## config.mk

```make
export PLATFORM = sky130hd
export DESIGN_NAME = mbox_regblk
export DESIGN_NICKNAME = d
export VERILOG_FILES = /design/src/rtl/mbox_pkg.sv /design/src/rtl/mbox_fifo.sv /design/src/rtl/mbox_user_irq.sv /design/src/rtl/mbox_srst.sv /design/src/rtl/mbox_regblk.sv
export SDC_FILE = /design/constraint.sdc
export NUM_CORES = 1
export LEC_CHECK = 0
export ABC_AREA = 1
export BUFFER_PORTS_ARGS = -buffer_cell sky130_fd_sc_hd__buf_2
export CAP_MARGIN = 30
export CORE_MARGIN = 2
export CORE_UTILIZATION = 55
export CTS_CLUSTER_DIAMETER = 120
export DETAILED_ROUTE_END_ITERATION = 10
export HOLD_SLACK_MARGIN = 0.1
export PLACE_DENSITY = 0.71
export SKIP_LAST_GASP = 1
export SYNTH_ARGS = -nofsm -noshare
export SYNTH_HDL_FRONTEND = slang
export SYNTH_HIERARCHICAL = 1
export SYNTH_SLANG_ARGS = --single-unit
```

## constraint.sdc

```tcl
create_clock -name clk -period 11.6 [get_ports clk]
set_clock_uncertainty 0.05 [all_clocks]
set_input_delay 1.16 -clock clk [delete_from_list [all_inputs] [get_ports clk]]
set_output_delay 1.16 -clock clk [all_outputs]
set_load 0.02 [all_outputs]
```

## src/rtl/mbox_pkg.sv

```systemverilog
package mbox_pkg;

  typedef enum logic [3:0] {
    RG_NONE, RG_REV, RG_CFG, RG_STS, RG_MSG, RG_FULL, RG_CNT, RG_IST, RG_IEN
  } reg_kind_e;

  typedef struct packed {
    reg_kind_e  kind;
    logic [3:0] idx;
  } reg_sel_t;

  // event bit positions inside a user's status/enable word
  function automatic int newmsg_bit(input int q);
    return 2 * q;
  endfunction

  function automatic int notfull_bit(input int q);
    return 2 * q + 1;
  endfunction

  // byte address -> register kind and index (R11: misaligned/unmapped -> none)
  function automatic reg_sel_t decode(input logic [15:0] a, input int nq, input int nu);
    reg_sel_t s;
    int off;
    s.kind = RG_NONE;
    s.idx  = '0;
    off    = int'(a);
    if (a[1:0] == 2'b00) begin
      if (off == 'h000)                          s.kind = RG_REV;
      else if (off == 'h010)                     s.kind = RG_CFG;
      else if (off == 'h014)                     s.kind = RG_STS;
      else if (off >= 'h040 && off < 'h040 + 4*nq) begin
        s.kind = RG_MSG;  s.idx = 4'((off - 'h040) >> 2);
      end else if (off >= 'h080 && off < 'h080 + 4*nq) begin
        s.kind = RG_FULL; s.idx = 4'((off - 'h080) >> 2);
      end else if (off >= 'h0C0 && off < 'h0C0 + 4*nq) begin
        s.kind = RG_CNT;  s.idx = 4'((off - 'h0C0) >> 2);
      end else if (off >= 'h100 && off < 'h100 + 8*nu) begin
        s.kind = a[2] ? RG_IEN : RG_IST;
        s.idx  = 4'((off - 'h100) >> 3);
      end
    end
    return s;
  endfunction

endpackage

```

## src/rtl/mbox_fifo.sv

```systemverilog
module mbox_fifo #(
  parameter int DEPTH = 4,
  parameter int DW    = 32
) (
  input  logic                            clk,
  input  logic                            rst_n,
  input  logic                            clr,
  input  logic                            push,
  input  logic                            pop,
  input  logic [DW-1:0]                   din,
  output logic [DW-1:0]                   head,
  output logic [$clog2(DEPTH+1)-1:0]      count,
  output logic                            full,
  output logic                            empty,
  output logic                            went_nonempty,
  output logic                            left_full
);
  localparam int CW = $clog2(DEPTH+1);
  localparam int PW = (DEPTH > 1) ? $clog2(DEPTH) : 1;
  localparam logic [CW-1:0] FULL_CNT = CW'(DEPTH);
  localparam logic [PW-1:0] LAST     = PW'(DEPTH - 1);

  logic [DW-1:0] mem [DEPTH];
  logic [PW-1:0] wr_ptr, rd_ptr;
  logic          push_ok, pop_ok;

  assign full          = (count == FULL_CNT);
  assign empty         = (count == '0);
  assign push_ok       = push && !full;     // drop when full
  assign pop_ok        = pop && !empty;     // nothing when empty
  assign went_nonempty = push_ok && empty;  // event
  assign left_full     = pop_ok && full;    // event
  assign head          = empty ? '0 : mem[rd_ptr];

  always_ff @(posedge clk) begin
    if (push_ok && !clr) mem[wr_ptr] <= din;
  end

  always_ff @(posedge clk or negedge rst_n) begin
    if (!rst_n) begin
      wr_ptr <= '0;
      rd_ptr <= '0;
      count  <= '0;
    end else if (clr) begin
      wr_ptr <= '0;
      rd_ptr <= '0;
      count  <= '0;
    end else begin
      if (push_ok) wr_ptr <= (wr_ptr == LAST) ? '0 : wr_ptr + 1'b1;
      if (pop_ok)  rd_ptr <= (rd_ptr == LAST) ? '0 : rd_ptr + 1'b1;
      case ({push_ok, pop_ok})
        2'b10:   count <= count + 1'b1;
        2'b01:   count <= count - 1'b1;
        default: count <= count;
      endcase
    end
  end
endmodule

```

## src/rtl/mbox_user_irq.sv

```systemverilog
module mbox_user_irq #(
  parameter int NB = 8
) (
  input  logic          clk,
  input  logic          rst_n,
  input  logic          clr,
  input  logic [NB-1:0] ev,
  input  logic          st_we,
  input  logic          en_we,
  input  logic [NB-1:0] wdata,
  output logic [NB-1:0] st,
  output logic [NB-1:0] en,
  output logic          irq
);
  logic [NB-1:0] clr_mask;

  assign clr_mask = st_we ? wdata : '0;   // write-one-to-clear
  assign irq      = |(st & en);

  always_ff @(posedge clk or negedge rst_n) begin
    if (!rst_n) begin
      st <= '0;
      en <= '0;
    end else if (clr) begin
      st <= '0;
      en <= '0;
    end else begin
      st <= (st & ~clr_mask) | ev;        // an event in the same cycle wins
      if (en_we) en <= wdata;
    end
  end
endmodule

```

## src/rtl/mbox_srst.sv

```systemverilog
module mbox_srst #(
  parameter int CYCLES = 4
) (
  input  logic clk,
  input  logic rst_n,
  input  logic start,
  output logic busy
);
  localparam int CW = $clog2(CYCLES + 1);
  logic [CW-1:0] cnt;

  assign busy = (cnt != '0);

  always_ff @(posedge clk or negedge rst_n) begin
    if (!rst_n)     cnt <= '0;
    else if (start) cnt <= CW'(CYCLES);
    else if (busy)  cnt <= cnt - 1'b1;
  end
endmodule

```

## src/rtl/mbox_regblk.sv

```systemverilog
module mbox_regblk
  import mbox_pkg::*;
#(
  parameter int NQ         = 4,
  parameter int DEPTH      = 4,
  parameter int NU         = 4,
  parameter int ADDR_W     = 9,
  parameter int REV_MAJOR  = 2,
  parameter int REV_MINOR  = 1,
  parameter int RST_CYCLES = 4
) (
  input  logic              clk,
  input  logic              rst_n,
  input  logic [ADDR_W-1:0] addr,
  input  logic              wr_en,
  input  logic [31:0]       wr_data,
  input  logic              rd_en,
  output logic [31:0]       rd_data,
  output logic [NU-1:0]     irq_o
);
  localparam int NB = 2 * NQ;
  localparam int CW = $clog2(DEPTH + 1);

  reg_sel_t sel;
  logic     busy, wr_ok, rd_pop, cfg_we, srst_start, clr_all;
  logic     cfg_auto;
  logic [1:0] cfg_idle;

  logic [NQ-1:0]          q_push, q_pop, q_ev_new, q_ev_free;
  logic [NQ-1:0][31:0]    q_head;
  logic [NQ-1:0][CW-1:0]  q_cnt;
  logic [NQ-1:0]          q_full, q_empty;
  logic [NB-1:0]          ev;
  logic [NU-1:0]          st_we, en_we;
  logic [NU-1:0][NB-1:0]  u_st, u_en;

  assign sel        = decode(16'(addr), NQ, NU);
  assign wr_ok      = wr_en && !busy;                  // writes ignored while busy
  assign rd_pop     = rd_en && !wr_en && !busy;        // write wins, no pop
  assign cfg_we     = wr_ok && (sel.kind == RG_CFG);
  assign srst_start = cfg_we && wr_data[1];
  assign clr_all    = srst_start || busy;

  mbox_srst #(.CYCLES(RST_CYCLES)) u_srst (
    .clk(clk), .rst_n(rst_n), .start(srst_start), .busy(busy)
  );

  always_ff @(posedge clk or negedge rst_n) begin
    if (!rst_n) begin
      cfg_auto <= 1'b0;
      cfg_idle <= 2'b00;
    end else if (clr_all) begin
      cfg_auto <= 1'b0;
      cfg_idle <= 2'b00;
    end else if (cfg_we) begin
      cfg_auto <= wr_data[0];
      cfg_idle <= wr_data[4:3];
    end
  end

  for (genvar m = 0; m < NQ; m++) begin : g_q
    assign q_push[m] = wr_ok  && (sel.kind == RG_MSG) && (int'(sel.idx) == m);
    assign q_pop[m]  = rd_pop && (sel.kind == RG_MSG) && (int'(sel.idx) == m);
    mbox_fifo #(.DEPTH(DEPTH), .DW(32)) u_fifo (
      .clk(clk), .rst_n(rst_n), .clr(clr_all),
      .push(q_push[m]), .pop(q_pop[m]), .din(wr_data),
      .head(q_head[m]), .count(q_cnt[m]), .full(q_full[m]), .empty(q_empty[m]),
      .went_nonempty(q_ev_new[m]), .left_full(q_ev_free[m])
    );
  end

  // interleave queue events into the shared status layout
  always_comb begin
    ev = '0;
    for (int m = 0; m < NQ; m++) begin
      ev[newmsg_bit(m)]  = q_ev_new[m];
      ev[notfull_bit(m)] = q_ev_free[m];
    end
  end

  for (genvar u = 0; u < NU; u++) begin : g_u
    assign st_we[u] = wr_ok && (sel.kind == RG_IST) && (int'(sel.idx) == u);
    assign en_we[u] = wr_ok && (sel.kind == RG_IEN) && (int'(sel.idx) == u);
    mbox_user_irq #(.NB(NB)) u_irq (
      .clk(clk), .rst_n(rst_n), .clr(clr_all), .ev(ev),
      .st_we(st_we[u]), .en_we(en_we[u]), .wdata(wr_data[NB-1:0]),
      .st(u_st[u]), .en(u_en[u]), .irq(irq_o[u])
    );
  end

  // read mux
  always_comb begin
    rd_data = '0;
    if (rd_en) begin
      case (sel.kind)
        RG_REV: rd_data = {24'd0, 4'(REV_MAJOR), 4'(REV_MINOR)};
        RG_CFG: rd_data = {27'd0, cfg_idle, 2'b00, cfg_auto};
        RG_STS: rd_data = {31'd0, !busy};
        default: begin
          for (int m = 0; m < NQ; m++) begin
            if (int'(sel.idx) == m) begin
              if (sel.kind == RG_MSG)  rd_data = q_head[m];
              if (sel.kind == RG_FULL) rd_data = {31'd0, q_full[m]};
              if (sel.kind == RG_CNT)  rd_data = 32'(q_cnt[m]);
            end
          end
          for (int u = 0; u < NU; u++) begin
            if (int'(sel.idx) == u) begin
              if (sel.kind == RG_IST) rd_data = 32'(u_st[u]);
              if (sel.kind == RG_IEN) rd_data = 32'(u_en[u]);
            end
          end
        end
      endcase
    end
  end
endmodule

```

After elaboration in Yosys (flattened, before gate mapping) --
Memory sizes are Yosys's and may differ from the RTL's. Cells that the tools add are included.
Storage, ports and cells: register bits after elaboration 98, RAM bits 512, memories kept 4
Operators by class: $add $sub $neg 21, $lt $le $gt $ge 8, eq/ne operators 33, multiplexer cells 110, bitwise logic cells 16, reductions and logical operators 92
Memory list:
- g_q[0].u_fifo.mem | words 4, width 32, read ports 1, clocked after memory_dff 0, wr ports 1, RTL line mbox_fifo.sv:23 | logic [DW-1:0] mem [DEPTH];
- g_q[1].u_fifo.mem | words 4, width 32, read ports 1, clocked after memory_dff 0, wr ports 1, RTL line mbox_fifo.sv:23
- g_q[2].u_fifo.mem | words 4, width 32, read ports 1, clocked after memory_dff 0, wr ports 1, RTL line mbox_fifo.sv:23
- g_q[3].u_fifo.mem | words 4, width 32, read ports 1, clocked after memory_dff 0, wr ports 1, RTL line mbox_fifo.sv:23
Operator list (number):
- $mux 32 | 35
- $mux 8 | 21
- $pmux 32 s3 | 1
- $and 8x8->8 | 8
- $mux 2 | 26
- $logic_and 1x1->1 | 49
- $not 8->8 | 4
- $or 8x8->8 | 4
- $reduce_or 8->1 | 4
- $mux 4 | 7
- $reduce_bool 2->1 | 14
- $eq 2x2->1 const B | 12
- $eq 4x3->1 const B | 6
- $pmux 3 s2 | 4
- $eq 9x5->1 const B | 2
- $ge 9x8->1 const B | 2
- $lt 9x8->1 const B | 2
- $mux 3 | 6
- $sub 6x1->6 const B | 3
- $add 2x1->2 const B | 8
- $reduce_bool 3->1 | 5
- $sub 3x1->3 const B | 5
- $add 3x1->3 const B | 4
- $eq 3x3->1 const B | 4
- 17 further kinds | 44

Longest topological paths before layout --
Gate-level depths: netlist of the first run.
word-level depth 43, mapped depth 24, gate-level depth less buffers 24

Cells and area by module --
Netlist of the first run, hierarchy kept.
By module, submodules not included:
- mbox_fifo at g_q[0].u_fifo ... | times used 2, cells an instance 446, area an instance 5485.3 um^2
- mbox_fifo at g_q[2].u_fifo ... | times used 2, cells an instance 446, area an instance 5479.0 um^2
- mbox_user_irq | times used 4, cells an instance 92, area an instance 734.5 um^2
- mbox_regblk | times used 1, cells an instance 499, area an instance 2733.9 um^2
- mbox_srst | times used 1, cells an instance 22, area an instance 173.9 um^2

Least setup slack after synthesis of the first run --
OpenSTA, ideal clock, no wires.
kind input -> register, from in addr[4], to mem g_q[2].u_fifo.mem[0][0] (enable), setup time 0.421 ns, arrival time 3.952 ns, data required time 11.129 ns, slack 7.177 ns, stages 14, buffers on the path 1, cells stage by stage nor2_4 nand3_1 nand2_1 nand4_4 inv_2 nand2_4 buf_12 inv_4 nand2_1 nor2_1 nand2_2 inv_1 nand2_1 nor2_1
On the way: elaborated cells between the ends (all ways) 43, those cells by class add/sub: 4; order compare: 8; eq/ne: 5; mux: 13; reduce/logical: 13
RTL lines:
- start: declaration | RTL line mbox_regblk.sv:14 | input logic [ADDR_W-1:0] addr,
- $ge 9x9->1 / $lt 9x9->1 (equally long branches) | RTL line mbox_pkg.sv:38 | end else if (off >= 'h100 && off < 'h100 + 8*nu) begin
- $logic_and 1x1->1 | RTL line mbox_pkg.sv:38
- $mux 8 | RTL line mbox_pkg.sv:38
- $mux 8 | RTL line mbox_pkg.sv:36 | end else if (off >= 'h0C0 && off < 'h0C0 + 4*nq) begin
- $mux 8 | RTL line mbox_pkg.sv:34 | end else if (off >= 'h080 && off < 'h080 + 4*nq) begin
- $mux 8 | RTL line mbox_pkg.sv:32 | else if (off >= 'h040 && off < 'h040 + 4*nq) begin
- $mux 4 | RTL line mbox_pkg.sv:31 | else if (off == 'h014) s.kind = RG_STS;
- $mux 4 | RTL line mbox_pkg.sv:30 | else if (off == 'h010) s.kind = RG_CFG;
- [2 not listed]
- $eq 4x3->1 | RTL line mbox_regblk.sv:62 | assign q_push[m] = wr_ok && (sel.kind == RG_MSG) && (int'(sel.idx) == m);
- $logic_and 1x1->1 | RTL line mbox_regblk.sv:62
- $logic_and 1x1->1 (*) | RTL line mbox_regblk.sv:62
- named net q_push[2] | RTL line mbox_regblk.sv:29 | logic [NQ-1:0] q_push, q_pop, q_ev_new, q_ev_free;
- $logic_and 1x1->1 (*) | RTL line mbox_fifo.sv:29 | assign push_ok = push && !full;
- $logic_and 1x1->1 (*) | RTL line mbox_fifo.sv:36 | if (push_ok && !clr) mem[wr_ptr] <= din;
- $mux 1 (*) | RTL line mbox_fifo.sv:36
- $mux 1 (not written as such) (*) | RTL line mbox_fifo.sv:36
- end: declaration | RTL line mbox_fifo.sv:23
Mark *: on every way through the listed nets, which the timed path passes. The rest lies on a longest branch.

Worst setup path in the final report of the first run --
from in addr[7], to out rd_data[3]
On the way: longest elaborated chain between the ends 43, elaborated cells between the ends (all ways) 70, those cells by class order compare: 8; eq/ne: 13; mux: 43; reduce/logical: 6
Ends and longest elaborated chain:
- $ge 9x9->1 / $lt 9x9->1 (equally long branches) | RTL line mbox_pkg.sv:38
- $logic_and 1x1->1 | RTL line mbox_pkg.sv:38
- $mux 8 | RTL line mbox_pkg.sv:38
- $mux 8 | RTL line mbox_pkg.sv:36
- $mux 8 | RTL line mbox_pkg.sv:34
- $mux 8 | RTL line mbox_pkg.sv:32
- $mux 4 | RTL line mbox_pkg.sv:31
- $mux 4 | RTL line mbox_pkg.sv:30
- [27 not listed]
- $mux 32 | RTL line mbox_regblk.sv:109 | if (sel.kind == RG_IST) rd_data = 32'(u_st[u]);
- $mux 32 | RTL line mbox_regblk.sv:110 | if (sel.kind == RG_IEN) rd_data = 32'(u_en[u]);
- $mux 32 | RTL line mbox_regblk.sv:108 | if (int'(sel.idx) == u) begin
- $mux 32 | RTL line mbox_regblk.sv:109
- $mux 32 | RTL line mbox_regblk.sv:110
- $mux 32 | RTL line mbox_regblk.sv:108
- $pmux 32 s3 (*) | RTL line mbox_regblk.sv:95 | case (sel.kind)
- $mux 32 (*) | RTL line mbox_regblk.sv:94 | if (rd_en) begin
- end: declaration | RTL line mbox_regblk.sv:18 | output logic [31:0] rd_data,
Mark *: on every way between the ends. The rest lies on a longest branch, timed or not. The select of a mux whose other input is x is not followed.

==> run summary, run 1 <==
CP Capture Type - output port
Row count - 82
EDFF count, synth - 512
Post-Syn Instances - 2673
Placer Congestion - 0.974
CTS tree - done
RSZ-0062 raised after global routing - false
Final Core Density - 61.3%
Die area - 52300 um2
Die height - 229 um
Post-route DRC - 0
Status - finished clean
Antenna violations before repair - 1
Drt pass-1 iters - 6
Gr ovfl total - 0
I/O Pins - 81
Wirelength, routed - 75600 um
Later-pin clock latency in the skew report - 0.64 ns
Area growth, synth to finish - 10.3%
Number of port buffers - 80
Slew Viols, Final - 0
Leak - 11.3 nW
Dominant synthesized flop cell - edfxtp_1
Clock transition at path regs - 0.06 ns
Starting Density - 55.6%
Die X - 229 um
CTS root buf - clkbuf_16
Fin crit period - 5.53 ns
Crit path DAT - 4.32 ns
Warnings from Yosys - 6
Yosys reg bits - 610
Filler-free cell count of the finished design - 3439
Fmax - 0.181 GHz
Startpoint Class - input port
TNS Setup - 0 ns
Final setup violating endpoints - 0
Power Density - 159 nW/um2
Vias in the first global route - 19519
Power Total - 4.88 mW
Crit path required time - 10.39 ns
Pin slew with the least headroom to its limit - 0.930 ns
Share of layout cells above drive strength 1 - 12.6%
Setup CP Type - input port to output port
Maximum buffer depth of the clock tree - 3
H-Tree Depth - 2
Final Hold Fails - 0
Tot GR Track Use - 28.9%
Final worst path period share - 47.6%
CP max FO - 32
Post-CTS Setup Bufs - 0
Most frequent cells in the layout - 585 x nor2_1, 512 x edfxtp_1, 359 x nand2_1, 191 x a21oi_1, 163 x o21ai_1
First-pass GRT wire length - 115000 um
Worst vdd ir - 0.000114 V
Post-synth net total - 2744
Largest net degree at the start of global routing - 68
Vias post-DR - 20191
Post-CTS Resized - 0
Core Region - 50000 um2
Total CTS buffers - 59
Synth Area per Inst - 10.4 um2
Inst Count DP - 3329
Post-synthesis sequential area ratio - 64.2%
Routed len/inst - 22.0 um
Post-synthesis cell type count - 54
Via-per-instance ratio - 5.87
Ys async rst share - 16.1%
Area of the mapped netlist - 27800 um2
Antenna Violating Nets Remaining - 0
Commonest non-fill, non-tap cell in the layout - nor2_1
MaxCap Viol Count - 0
Clk sinks - 610
Hold-fix buffers at CTS - 0
Drt initial violations - 2389
Hold Crit Class - input port to asynchronous set/reset pin
Rel. slew slack - 37.9%
Final net count - 2789
DP Wirelength - 44300 um
-- stage by stage --
step           instance area (um2)  hold slack (ns)  worst slack, ns
2_1_floorplan                27800            0.406             7.18
3_3_place_gp                 28600            0.434             6.25
3_5_place_dp                 28700            0.439             6.12
4_1_cts                      30600            0.409             6.11
5_1_grt                      30600            0.443             5.91
6_report                     30600            0.427             6.07
-- report_power, final --
group / internal [mW] / switching (mW) / total (mW)
combinational: 0.133 / 0.430 / 0.563
sequential: 2.39 / 0.00616 / 2.39
clock: 1.10 / 0.826 / 1.93
-- worst max-delay path: stages --
cell	delay [ns]
buf_2	0.15
nor2_2	0.21
nand2_2	0.11
o21ai_2	0.16
o21ai_1	0.12
nor2_4	0.15
nand2_1	0.36
inv_2	0.72
a21boi_0	0.20
o211ai_1	0.23
nand2_1	0.11
a22oi_1	0.28
o31ai_1	0.13
inv_1	0.08
buf_2	0.16
-- per-layer routing --
metal | track usage, % | vias to the layer above | part of all wire, %
li1 | - | 9263 | -
met1 | 40.1 | 9682 | 40
met2 | 45.0 | 1075 | 46
met3 | 5.56 | 171 | 10
met4 | 12.1 | 0 | 3.7
met5 | 0 | - | 0
-- kinds of logic (layout without fill, tap and decap cells) --
group | Yosys count | after routing | share of synthesized area, %
compound gates | 580 | 580 | 11.4
xor+xnor | 4 | 4 | 0.126
fa+ha+maj | 26 | 26 | 1.28
buf+inv | 298 | 391 | 5.31
flops | 610 | 610 | 64.2
mux | 7 | 7 | 0.252
other cells | 0 | 1 | 0
simple gates | 1148 | 1148 | 17.4
-- registers in the layout, summed over array words and instances, names as in the netlist --
| name | flops |
|---|---|
| u_srst/cnt | 3 |
| g_q.u_fifo/rd_ptr | 8 |
| cfg_auto | 1 |
| g_q.u_fifo/wr_ptr | 8 |
| g_q.u_fifo/mem | 512 |
| g_u.u_irq/st | 32 |
| g_q.u_fifo/count | 12 |
| cfg_idle | 2 |
| g_u.u_irq/en | 32 |
-- final cells by class --
type                            count  area [um2]
Antenna cell                        1        2.50
Clock buffer                       75        1590
Clock inverter                     34         353
Fill cell                        4001       19300
Inverter                          162         614
Multi-Input combinational cell   1765        8610
Sequential cell                   610       17800
Tap cell                          672         841
Timing Repair Buffer              120         788
-- worst paths after layout --
kind,startpoint,end,slack [ns],cells after the start
setup / recovery,addr[7],rd_data[3],6.07,15
hold / removal,rst_n,g_q[0].u_fifo/wr_ptr[1],0.43,1
setup reg to reg,u_srst/cnt[0],g_q[3].u_fifo/mem[2][28],7.76,11
hold reg to reg,g_u[1].u_irq/en[6],g_u[1].u_irq/en[6],0.46,2
max in group asynchronous,rst_n,g_q[3].u_fifo/rd_ptr[0],9.75,2
min in group clk,g_u[1].u_irq/en[6],g_u[1].u_irq/en[6],0.46,2
-- cells in the mapped netlist, drive strengths merged (2+ instances only) --
cell     instances  share of area, %
a311oi           2             0.063
o21ai          314               5.7
nand3           95               1.8
dfrtp           98               8.8
nand2          391               5.6
o311ai           2             0.063
o211ai          11              0.38
fa               4              0.29
ha              22              0.99
xnor2            4              0.13
inv            161               2.2
or2             11              0.25
a22oi           12              0.32
edfxtp         512                55
nand4           19              0.48
a21oi          196               3.6
nor3             8              0.23
a211oi           2             0.090
a22o             9              0.28
o31ai            3             0.081
buf            101               2.5
mux2i            7              0.25
o22ai            2             0.045
o2111ai          3             0.095
clkbuf          35              0.56
nor2           624               9.0
a31oi            8              0.18
a221oi          12              0.38
(Power assumes the default switching activity.)
==> inputs of run 2 (changes only) <==
- PLACE_DENSITY: 0.71 -> 0.74
- clock period: 11.6 -> 4.5 ns (I/O delays scaled with it)
==> run 2 against run 1 <==
  * Critical path depth up 3
  * Flip-flop and latch count stayed put
  * Die area unchanged
  * Cell area is 0.14% higher
  * Worst setup slack lost 5.8 ns
  * Wire length grew 1.2%
  * Combinational power rose to 2.5 times the previous value
  * Register-to-register slack worse by 6.6 ns
  * Critical path type is now flip-flop to output port
==> run summary, run 2 (synthesis results as in run 1) <==
Register Area - 17800 um2 (unchanged)
Tot GR Track Use - 28.9% (about the same)
Vias post-DR - 20531 (was 20191)
Wirelength, routed - 76600 um (was 75600 um)
First-pass GRT wire length - 115000 um (about the same)
CP bufs+invs - 2 (was 4)
Commonest non-fill, non-tap cell in the layout - nor2_1 (unchanged)
CTS tree - done (unchanged)
Crit path DAT - 3.76 ns (was 4.32 ns)
Area after DPL - 28700 um2 (about the same)
Final setup violating endpoints - 0 (unchanged)
Rel. slew slack - 40.1% (was 37.9%)
Share of power burned in registers - 49.7% (was 49.0%)
Later-pin clock latency in the skew report - 0.65 ns (was 0.64 ns)
Area of the multi-input gates - 8610 um2 (unchanged)
I/O Pins - 81 (unchanged)
Slew Viols, Final - 0 (unchanged)
Antenna Violating Nets Remaining - 0 (unchanged)
CP Capture Type - output port (unchanged)
Logic gate share of total power - 11.4% (was 11.5%)
Drt pass-1 iters - 6 (unchanged)
Flip-flop count of the largest register after layout - 512 (unchanged)
Total CTS buffers - 60 (was 59)
Gr ovfl total - 0 (unchanged)
Power Total - 12.5 mW (was 4.88 mW)
Clk sinks - 610 (unchanged)
DP Wirelength - 47100 um (was 44300 um)
Pint - 9.20 mW (was 3.62 mW)
Worst vdd ir - 0.000323 V (was 0.000114 V)
Switching portion of total power - 26.4% (was 25.9%)
Pin slew with the least headroom to its limit - 0.895 ns (was 0.930 ns)
Hold Crit Class - input port to flip-flop (was input port to asynchronous set/reset pin)
Status - finished clean (unchanged)
Starting Density - 55.6% (unchanged)
Fin crit period - 4.26 ns
Area growth, synth to finish - 10.4% (was 10.3%)
Antenna violations before repair - 2 (was 1)
Largest net degree at the start of global routing - 76 (was 68)
Die height - 229 um (unchanged)
RSZ-0062 raised after global routing - false (unchanged)
Largest Register - g_q.u_fifo/mem (unchanged)
Vias in the first global route - 19740 (was 19519)
Final Hold Fails - 0 (unchanged)
Number of port buffers - 80 (unchanged)
Setup CP Type - flip-flop to output port (was input port to output port)
Fill count - 3958 (was 4001)
CP max FO - 42 (was 32)
Power Density - 408 nW/um2 (was 159 nW/um2)
Critical path's largest stage delay - 0.65 ns (was 0.72 ns)
Final net count - 2796 (was 2789)
Via-per-instance ratio - 5.95 (was 5.87)
Clock transition at path regs - 0.07 ns (was 0.06 ns)
Crit path required time - 4.00 ns (was 10.39 ns)
Placer Congestion - 0.926 (was 0.974)
Maximum buffer depth of the clock tree - 3 (unchanged)
Design area - 30700 um2 (was 30600 um2)
MaxCap Viol Count - 0 (unchanged)
Most frequent CP cell - nand2_1
Startpoint Class - flip-flop (was input port)
Final worst path period share - 94.6%
Routed len/inst - 22.2 um (was 22.0 um)
Post-CTS Setup Bufs - 0 (unchanged)
Fmax - 0.235 GHz
Die X - 229 um (unchanged)
H-Tree Depth - 2 (unchanged)
Share of layout cells above drive strength 1 - 12.4% (was 12.6%)
CP Cell Sequence - inv_2 > o21ai_0 > a21oi_1 > nor2_1 > nor2_1 > nand2_1 > nand2_1 > nand2_1 > nand2_1 > nand2_1 > nand2_1 > nand2_1 > nand2_1 > nand2_1 > nand2_1 > nand2_1 > a21oi_2 > buf_2 (was buf_2 > nor2_2 > nand2_2 > o21ai_2 > o21ai_1 > nor2_4 > nand2_1 > inv_2 > a21boi_0 > o211ai_1 > nand2_1 > a22oi_1 > o31ai_1 > inv_1 > buf_2)
Row count - 82 (unchanged)
Die area - 52300 um2 (unchanged)
CTS root buf - clkbuf_16 (unchanged)
TNS Setup - 0 ns (unchanged)
Largest regs - g_q.u_fifo/mem (512), g_u.u_irq/en (32), g_u.u_irq/st (32) (unchanged)
Slowest-stage cell, CP - inv_2 (unchanged)
Clock group share of total power - 38.9% (was 39.5%)
Drt initial violations - 2500 (was 2389)
CP top delay family - simple AND/OR/NAND/NOR gates (was compound AO/OA/AOI/OAI gates)
Core Region - 50000 um2 (unchanged)
Leak - 11.3 nW (about the same)
P_sw - 3.30 mW (was 1.26 mW)
Post-route DRC - 0 (unchanged)
Most frequent cells in the layout - 585 x nor2_1, 512 x edfxtp_1, 359 x nand2_1, 191 x a21oi_1, 163 x o21ai_1 (unchanged)
run 2: changes by cell type in the layout (fill, tap and decap cells not counted), sizes merged:
cell         before  now
buf             120  125
clkinvlp          2    1
diode             1    2
clkbuf           75   78
dlygate4sd3       0    1
bufinv            6    3
clkinv           26   31
inv             162  161
run 2: cell type report:
class	count	share of cell area [%]
inverters	162	2.01
multi-input cells	1765	28.1
clock inverters	34	0.898
diodes	2	0.0163
repair buffers	126	2.84
clock buffers	78	5.28
flip-flops and latches	610	58.1
well taps	672	2.74
run 2: metrics by stage:
stage	hold WS (ns)	util, %	setup WS [ns]	instances
after floorplan	0.104	-	0.741	2673
after global placement	0.421	57.5	0.428	3333
after detailed placement	0.433	57.5	0.350	3333
after CTS	0.126	61.3	0.234	3446
after global routing	0.145	61.4	0.0561	3448
final	0.149	61.4	0.242	3449
run 2: metal layers:
metal	track usage, %	routed length (um)
met4	12.8	3150
met5	0	0
met2	47.0	36400
met1	38.6	30200
met3	4.45	6780
run 2: worst paths after layout:
| check | from | endpoint | slack [ns] | cells past startpoint |
|---|---|---|---|---|
| worst max-delay path | g_q[1].u_fifo/rd_ptr[0] | rd_data[0] | 0.24 | 18 |
| worst min-delay path | wr_data[27] | g_q[3].u_fifo/mem[0][27] | 0.15 | 1 |
| worst max register to register | u_srst/cnt[0] | g_q[2].u_fifo/mem[1][22] | 1.13 | 10 |
| worst min register to register | g_u[2].u_irq/en[5] | g_u[2].u_irq/en[5] | 0.45 | 2 |
| max in group asynchronous | rst_n | g_u[2].u_irq/st[1] | 3.57 | 3 |
| min in group asynchronous | rst_n | g_u[3].u_irq/en[1] | 0.20 | 2 |
run 2: worst register-to-register path: stages (launching register included):
cell and delay, ns:
dfrtp_1 0.38, inv_1 0.10, ha_1 0.25, nand2_2 0.14, nor2_1 0.33, nand2_1 0.23, o21ai_4 0.46, inv_1 0.30
nand2_1 0.40, nor2_4 0.20, buf_4 0.29
run 2: power by group through the flow:
stage                     Clock (mW)  Combinational [mW]  Sequential, mW
after CTS                       4.89                1.41            6.21
final                           4.86                1.43            6.21
after detailed placement           0                1.39            6.33
after floorplan                    0                1.13            6.29
after global routing            5.10                1.58            6.21
after global placement             0                1.36            6.33
run 2: timing repair:
item	in CTS	in global routing
setup endpoints to repair	0	1
gates resized for setup	0	2
hold buffers	1	0
endpoints found under the hold margin	74	0
